==> src/rtl/pxb_pkg.sv <==
package pxb_pkg;
  typedef enum logic [1:0] {
    OUT_MISS   = 2'd0,
    OUT_HIT    = 2'd1,
    OUT_PFAULT = 2'd2,
    OUT_PROT   = 2'd3
  } pxb_outcome_e;

  localparam int unsigned PERM_RD = 0;
  localparam int unsigned PERM_WR = 1;
endpackage

==> src/rtl/pxb_cam.sv <==
module pxb_cam #(
  parameter int unsigned ENTRIES = 8,
  parameter int unsigned VPN_W   = 20,
  parameter int unsigned TAG_W   = 8
) (
  input  logic [ENTRIES-1:0]            used_i,
  input  logic [ENTRIES-1:0][VPN_W-1:0] vpn_i,
  input  logic [ENTRIES-1:0][TAG_W-1:0] tag_i,
  input  logic [VPN_W-1:0]              key_vpn_i,
  input  logic [TAG_W-1:0]              key_tag_i,
  output logic [ENTRIES-1:0]            match_o
);
  for (genvar g = 0; g < ENTRIES; g++) begin : g_cmp
    assign match_o[g] = used_i[g] && (vpn_i[g] == key_vpn_i) && (tag_i[g] == key_tag_i);
  end
endmodule

==> src/rtl/pxb_prio.sv <==
module pxb_prio #(
  parameter int unsigned N  = 8,
  parameter int unsigned IW = $clog2(N)
) (
  input  logic [N-1:0]  req_i,
  output logic          found_o,
  output logic [IW-1:0] idx_o
);
  always_comb begin
    idx_o = '0;
    for (int i = N - 1; i >= 0; i--) begin
      if (req_i[i]) idx_o = IW'(i);
    end
  end
  assign found_o = |req_i;
endmodule

==> src/rtl/pxb_plru.sv <==
// Binary tree pseudo-LRU; N must be a power of two, at least 2.
module pxb_plru #(
  parameter int unsigned N  = 8,
  parameter int unsigned IW = $clog2(N)
) (
  input  logic          clk_i,
  input  logic          rst_ni,
  input  logic          touch_a_i,
  input  logic [IW-1:0] touch_a_idx_i,
  input  logic          touch_b_i,
  input  logic [IW-1:0] touch_b_idx_i,
  output logic [IW-1:0] victim_o
);
  logic [N-2:0] state_q, state_d;

  function automatic logic [N-2:0] point_away(input logic [N-2:0] s, input logic [IW-1:0] idx);
    logic [N-2:0] r;
    int node;
    r = s;
    for (int l = 0; l < int'(IW); l++) begin
      node = (1 << l) - 1 + int'(idx >> (IW - l));
      r[node] = ~idx[IW-1-l];
    end
    return r;
  endfunction

  always_comb begin
    state_d = state_q;
    if (touch_a_i) state_d = point_away(state_d, touch_a_idx_i);
    if (touch_b_i) state_d = point_away(state_d, touch_b_idx_i);
  end

  always_comb begin
    int node;
    node = 0;
    for (int l = 0; l < int'(IW); l++) begin
      node = 2 * node + 1 + int'(state_q[node]);
    end
    victim_o = IW'(node - int'(N - 1));
  end

  always_ff @(posedge clk_i or negedge rst_ni) begin
    if (!rst_ni) state_q <= '0;
    else         state_q <= state_d;
  end
endmodule

==> src/rtl/page_xlat_buf.sv <==
module page_xlat_buf
  import pxb_pkg::*;
#(
  parameter int unsigned ENTRIES = 8,
  parameter int unsigned VPN_W   = 20,
  parameter int unsigned PPN_W   = 20,
  parameter int unsigned TAG_W   = 8
) (
  input  logic             clk_i,
  input  logic             rst_ni,
  input  logic             lk_req_i,
  input  logic [VPN_W-1:0] lk_vpn_i,
  input  logic [TAG_W-1:0] lk_tag_i,
  input  logic             lk_write_i,
  input  logic             lk_user_i,
  input  logic             fill_i,
  input  logic [VPN_W-1:0] fill_vpn_i,
  input  logic [TAG_W-1:0] fill_tag_i,
  input  logic [PPN_W-1:0] fill_ppn_i,
  input  logic             fill_present_i,
  input  logic [1:0]       fill_kperm_i,
  input  logic [1:0]       fill_uperm_i,
  input  logic             fill_cache_i,
  input  logic             inv_one_i,
  input  logic [VPN_W-1:0] inv_vpn_i,
  input  logic [TAG_W-1:0] inv_tag_i,
  input  logic             flush_all_i,
  output logic             rsp_valid_o,
  output logic             rsp_hit_o,
  output logic             rsp_miss_o,
  output logic             rsp_pfault_o,
  output logic             rsp_prot_o,
  output logic [PPN_W-1:0] rsp_ppn_o,
  output logic             rsp_cache_o,
  output logic             rsp_ref_o,
  output logic             rsp_mod_o
);
  localparam int unsigned IW = $clog2(ENTRIES);

  logic [ENTRIES-1:0]            used_q, pres_q, ref_q, mod_q, cach_q;
  logic [ENTRIES-1:0][VPN_W-1:0] vpn_q;
  logic [ENTRIES-1:0][TAG_W-1:0] tag_q;
  logic [ENTRIES-1:0][PPN_W-1:0] ppn_q;
  logic [ENTRIES-1:0][1:0]       kperm_q, uperm_q;

  logic [ENTRIES-1:0] lk_match, fill_match, inv_match;
  logic               lk_found, fill_found, free_found;
  logic [IW-1:0]      lk_idx, fill_hit_idx, free_idx, victim_idx, fill_idx;
  logic [1:0]         lk_perm;
  logic               lk_allow, lk_ok, fill_go;
  pxb_outcome_e       lk_out;

  pxb_cam #(.ENTRIES(ENTRIES), .VPN_W(VPN_W), .TAG_W(TAG_W)) u_cam_lk (
    .used_i(used_q), .vpn_i(vpn_q), .tag_i(tag_q),
    .key_vpn_i(lk_vpn_i), .key_tag_i(lk_tag_i), .match_o(lk_match));
  pxb_cam #(.ENTRIES(ENTRIES), .VPN_W(VPN_W), .TAG_W(TAG_W)) u_cam_fill (
    .used_i(used_q), .vpn_i(vpn_q), .tag_i(tag_q),
    .key_vpn_i(fill_vpn_i), .key_tag_i(fill_tag_i), .match_o(fill_match));
  pxb_cam #(.ENTRIES(ENTRIES), .VPN_W(VPN_W), .TAG_W(TAG_W)) u_cam_inv (
    .used_i(used_q), .vpn_i(vpn_q), .tag_i(tag_q),
    .key_vpn_i(inv_vpn_i), .key_tag_i(inv_tag_i), .match_o(inv_match));

  pxb_prio #(.N(ENTRIES)) u_prio_lk   (.req_i(lk_match),   .found_o(lk_found),   .idx_o(lk_idx));
  pxb_prio #(.N(ENTRIES)) u_prio_fill (.req_i(fill_match), .found_o(fill_found), .idx_o(fill_hit_idx));
  pxb_prio #(.N(ENTRIES)) u_prio_free (.req_i(~used_q),    .found_o(free_found), .idx_o(free_idx));

  // lookup verdict, fault ordering: absent page before permission
  assign lk_perm  = lk_user_i ? uperm_q[lk_idx] : kperm_q[lk_idx];
  assign lk_allow = lk_write_i ? lk_perm[PERM_WR] : lk_perm[PERM_RD];

  always_comb begin
    if (!lk_found)             lk_out = OUT_MISS;
    else if (!pres_q[lk_idx])  lk_out = OUT_PFAULT;
    else if (!lk_allow)        lk_out = OUT_PROT;
    else                       lk_out = OUT_HIT;
  end

  assign lk_ok   = lk_req_i && (lk_out == OUT_HIT);
  assign fill_go = fill_i && !flush_all_i && !inv_one_i;
  assign fill_idx = fill_found ? fill_hit_idx : (free_found ? free_idx : victim_idx);

  pxb_plru #(.N(ENTRIES)) u_plru (
    .clk_i(clk_i), .rst_ni(rst_ni),
    .touch_a_i(lk_ok),   .touch_a_idx_i(lk_idx),
    .touch_b_i(fill_go), .touch_b_idx_i(fill_idx),
    .victim_o(victim_idx));

  always_ff @(posedge clk_i or negedge rst_ni) begin
    if (!rst_ni) begin
      used_q  <= '0;
      pres_q  <= '0;
      ref_q   <= '0;
      mod_q   <= '0;
      cach_q  <= '0;
      vpn_q   <= '0;
      tag_q   <= '0;
      ppn_q   <= '0;
      kperm_q <= '0;
      uperm_q <= '0;
    end else begin
      for (int i = 0; i < int'(ENTRIES); i++) begin
        if (flush_all_i) begin
          used_q[i] <= 1'b0;
        end else if (inv_one_i && inv_match[i]) begin
          used_q[i] <= 1'b0;
        end else if (fill_go && fill_idx == IW'(i)) begin
          used_q[i]  <= 1'b1;
          vpn_q[i]   <= fill_vpn_i;
          tag_q[i]   <= fill_tag_i;
          ppn_q[i]   <= fill_ppn_i;
          pres_q[i]  <= fill_present_i;
          kperm_q[i] <= fill_kperm_i;
          uperm_q[i] <= fill_uperm_i;
          cach_q[i]  <= fill_cache_i;
          ref_q[i]   <= 1'b0;
          mod_q[i]   <= 1'b0;
        end else if (lk_ok && lk_idx == IW'(i)) begin
          ref_q[i] <= 1'b1;
          if (lk_write_i) mod_q[i] <= 1'b1;
        end
      end
    end
  end

  logic             rsp_valid_q;
  pxb_outcome_e     rsp_out_q;
  logic [PPN_W-1:0] rsp_ppn_q;
  logic             rsp_cache_q, rsp_ref_q, rsp_mod_q;

  always_ff @(posedge clk_i or negedge rst_ni) begin
    if (!rst_ni) begin
      rsp_valid_q <= 1'b0;
      rsp_out_q   <= OUT_MISS;
      rsp_ppn_q   <= '0;
      rsp_cache_q <= 1'b0;
      rsp_ref_q   <= 1'b0;
      rsp_mod_q   <= 1'b0;
    end else begin
      rsp_valid_q <= lk_req_i;
      rsp_out_q   <= lk_out;
      rsp_ppn_q   <= lk_ok ? ppn_q[lk_idx]  : '0;
      rsp_cache_q <= lk_ok ? cach_q[lk_idx] : 1'b0;
      rsp_ref_q   <= lk_ok ? ref_q[lk_idx]  : 1'b0;
      rsp_mod_q   <= lk_ok ? mod_q[lk_idx]  : 1'b0;
    end
  end

  assign rsp_valid_o  = rsp_valid_q;
  assign rsp_hit_o    = rsp_valid_q && (rsp_out_q == OUT_HIT);
  assign rsp_miss_o   = rsp_valid_q && (rsp_out_q == OUT_MISS);
  assign rsp_pfault_o = rsp_valid_q && (rsp_out_q == OUT_PFAULT);
  assign rsp_prot_o   = rsp_valid_q && (rsp_out_q == OUT_PROT);
  assign rsp_ppn_o    = rsp_ppn_q;
  assign rsp_cache_o  = rsp_cache_q;
  assign rsp_ref_o    = rsp_ref_q;
  assign rsp_mod_o    = rsp_mod_q;
endmodule

==> config.mk <==
export PLATFORM = sky130hd
export DESIGN_NAME = page_xlat_buf
export DESIGN_NICKNAME = d
export VERILOG_FILES = /design/src/rtl/pxb_pkg.sv /design/src/rtl/pxb_cam.sv /design/src/rtl/pxb_prio.sv /design/src/rtl/pxb_plru.sv /design/src/rtl/page_xlat_buf.sv
export SDC_FILE = /design/constraint.sdc
export NUM_CORES = 2
export LEC_CHECK = 0
export ABC_CLOCK_PERIOD_IN_PS = 11400
export BUFFER_PORTS_ARGS = -buffer_cell sky130_fd_sc_hd__buf_2
export CAP_MARGIN = 20
export CORE_UTILIZATION = 42
export CTS_CLUSTER_DIAMETER = 50
export CTS_CLUSTER_SIZE = 24
export DETAILED_ROUTE_END_ITERATION = 10
export GPL_ROUTABILITY_DRIVEN = 0
export GPL_TIMING_DRIVEN = 0
export PLACE_DENSITY = 0.56
export RECOVER_POWER = 100
export SYNTH_ARGS = -nofsm -noshare
export SYNTH_HDL_FRONTEND = slang
export SYNTH_SLANG_ARGS = --single-unit
==> constraint.sdc <==
create_clock -name clk_i -period 11.4 [get_ports clk_i]
set_input_delay 1.14 -clock clk_i [delete_from_list [all_inputs] [get_ports clk_i]]
set_output_delay 1.14 -clock clk_i [all_outputs]
set_load 0.005 [all_outputs]
==> impl_metrics.ini <==
[logic_synthesis]
synth_area_leaders = dfrtp_1 42%, mux2_2 18%, xnor2_1 13%, xor2_1 7.4%, nand4_1 2.7%
ys_seq_elements = 489
synth_top_cell_by_area = dfrtp_1
syn-num-nets = 2744
synth_edf_count = 0
syn_inst = 2617
synth_area_per_cell_sq_um = 11.19
ys_types = 80
synthesis.area_sq_um = 29270
synthArstFlopShare = 1.000
synth_top_area_share = 0.4180
seq_area_frac_synth = 0.4180
synth_flop_cell = dfrtp_1
yosysWarnings = 0

[cts]
cts_buffer_depth = 3
htreeDepth = 2
cts_hold_buf = 0
cts_buffers = 57
clk_latency_ps = 690
post_cts_resize_count = 0
cts_setup_buffers = 0
root_buffer = clkbuf_16
cts_sinks = 489
tritoncts = built
cts.clk_slew.worst_paths_ps = 70

[route]
post-route-drc-count = 0
top_layer = met5
drt_iter0_drc = 3243
dr.pass1.iters = 7
wl_met3_microns = 15880
vias = 23136
drt_wl_total_microns = 119300
met1Wirelength_microns = 47620
viasPerCell = 6.199
drtAntennaViolNets = 0
routedWlPerCell_microns = 31.95
route.met2.wl_microns = 47670

[floorplanning]
die_w_microns = 266.0
fp.dieH_microns = 266.0
ios = 146
row_count = 96
core_sq_um = 68830
die_area_sq_um = 70750
start_util = 0.4253

[grt]
grt_pass1_vias = 22879
overflow = 0
grt_max_degree = 125
track_usage = 0.3367
antenna_found_initial = 6
grt_first_pass_wirelength_microns = 168900

[min_path]
holdCritStartpoint = ref_q[5]
holdPathEnd = ref_q[5]
min_path_cells = 2
min_path_type = reg2reg

[final_layout]
nNetsFinal = 2879
layout-drive-gt1-share = 0.2489
final_common_cell = dfrtp_1
final_util = 0.4788
area_growth_pct = 12.59
final_cell_area_sq_um = 32960
stdcell_count = 3732
layout_common_cells = 489 x dfrtp_1, 478 x mux2_2, 420 x xnor2_1, 247 x xor2_1, 180 x clkbuf_1

[critical_path]
reg2reg_from = vpn_q[3]
crit_path_start_kind = primary input
cpMostUsedCell = clkbuf_1
max_stage_delay_ps = 970
cp_max_fo = 11
rr_worst_depth = 19
rr_endpoint = u_plru.state_q[1]
crit_required_ps = 12000
path_cells = clkbuf_1 -> xor2_1 -> nor4_1 -> nand4_1 -> or4_1 -> clkbuf_1 -> nand4_1 -> nor2_1 -> inv_1 -> clkbuf_1 -> clkbuf_1 -> ha_1 -> nand2_1 -> nor2_1 -> o21ai_0 -> a21oi_1 -> a41oi_1 -> a221oi_1 -> a31oi_1 -> nor3_1
cp_data_arrival_time_ps = 8420
r2r_slack_ps = 4230
end_kind = flip-flop
crit_path_top_delay_cell = nor4_1
worstSetupPathType = in2reg

[placed_design]
hpwl_microns = 88620
placedCellCount = 3620
place_area_sq_um = 30920
pre_cts_ws_ps = 4078
numPortBuffers = 59

[timing]
hold_viol_final = 0
setup_viol_count_final = 0
period_minus_slack_ps = 7827
maxSlewViolCount = 135
tns_ps = 0
min_period_over_period = 0.6866
rsz0062_at_grt = no
hold_slack_ps = 496.5
timing.final.ws_setup_ps = 3573
finClkSkew_ps = 61.28
max_freq_mhz = 127.8
relSlewSlack = -2.218
tightestPinTransition_ps = 4826

[pwr]
powerDensity_nw_per_um2 = 146.1
power.total_mw = 4.816
peakVddDrop_mv = 0.1216
cellLeakagePower_nw = 13.97

[outcome]
status = complete, but fails checks
violations = max-capacitance violations, max-slew violations

[flow_run]
maxCapViolCount = 2
==> synth_stat cells, drive strengths merged, types with 3 or more instances <==
| cell type | instances |
|---|---|
| or4 | 8 |
| xor2 | 247 |
| a31oi | 14 |
| a21boi | 4 |
| xnor2 | 420 |
| inv | 31 |
| buf | 59 |
| and2 | 5 |
| nor4b | 6 |
| or3 | 3 |
| nand4 | 129 |
| or2 | 4 |
| ha | 9 |
| mux2 | 478 |
| mux2i | 57 |
| a41oi | 8 |
| o21ai | 11 |
| nor2 | 46 |
| o22ai | 6 |
| nor3 | 23 |
| clkbuf | 143 |
| nand2 | 105 |
| nor4 | 107 |
| nand2b | 5 |
| nand3 | 36 |
| o2bb2ai | 4 |
| nand3b | 4 |
| dfrtp | 489 |
| and4 | 7 |
| a211oi | 5 |
| o22a | 3 |
| a211o | 3 |
| a21o | 5 |
| a21oi | 43 |
| nor3b | 8 |
| and3 | 5 |
| o211ai | 50 |
==> critical path, delay by kind of cell <==
family / cells / cell delay [ps]
compound gates: 5 / 1060
xor+xnor: 1 / 210
fa+ha+maj: 1 / 370
buf+inv: 5 / 2560
simple gates: 8 / 3040
==> kinds of logic after synthesis <==
kind of cell               share of synthesized area
xor gates and xnor gates                      0.1996
muxes                                         0.2034
and+or+nand+nor                              0.09788
DFF                                           0.4180
buffers and inverters                        0.03270
AOI/OAI and AO/OA                            0.04458
adders and majority gates                   0.003847
==> final cells by class <==
type	count	area, sq um
antenna	1	2.502
buffer	202	818.3
clock buffer	57	1426
clock inverter	50	733.2
fill	6299	35870
inverter	31	116.4
multi-input combinational	1895	16010
sequential	489	12240
tap	931	1165
timing repair buffer	76	445.4
==> how the worst max path moves through the flow <==
| stage | start | to | slack [ps] | cells after the start |
|---|---|---|---|---|
| 3_5_place_dp | fill_vpn_i[7] | vpn_q[2] | 4080 | 13 |
| 6_report | lk_vpn_i[3] | u_plru.state_q[1] | 3570 | 20 |
| 4_1_cts | fill_vpn_i[7] | vpn_q[2] | 4750 | 13 |
| 2_1_floorplan | lk_tag_i[0] | u_plru.state_q[1] | 6690 | 20 |
| 3_3_place_gp | rst_ni | ppn_q[144] | -560 | 1 |
| 5_1_grt | rst_ni | ref_q[2] | 2460 | 3 |
==> layer usage <==
layer / vias up / GRT usage
met2: 1587 / 0.4638
met3: 378 / 0.1306
met1: 11654 / 0.4484
met5: - / 0.004851
met4: 14 / 0.1867
li1: 9503 / -
==> power breakdown <==
part           leakage (nW)  switching [mW]  internal (mW)  total (mW)
Sequential             6.60           0.184           1.85        2.03
Combinational          6.34           0.433          0.314       0.747
Clock                  1.03           0.971           1.06        2.03
==> sequential cells by signal, summed over array words and instances (netlist names) <==
signal and cells:
cach_q 8, kperm_q 16, mod_q 8, ppn_q 160
pres_q 8, ref_q 8, rsp_cache_o 1, rsp_mod_o 1
rsp_out_q 2, rsp_ppn_o 20, rsp_ref_o 1, rsp_valid_o 1
tag_q 64, u_plru.state_q 7, uperm_q 16, used_q 8
vpn_q 160
Note: power is estimated with default switching activity, not from simulation.
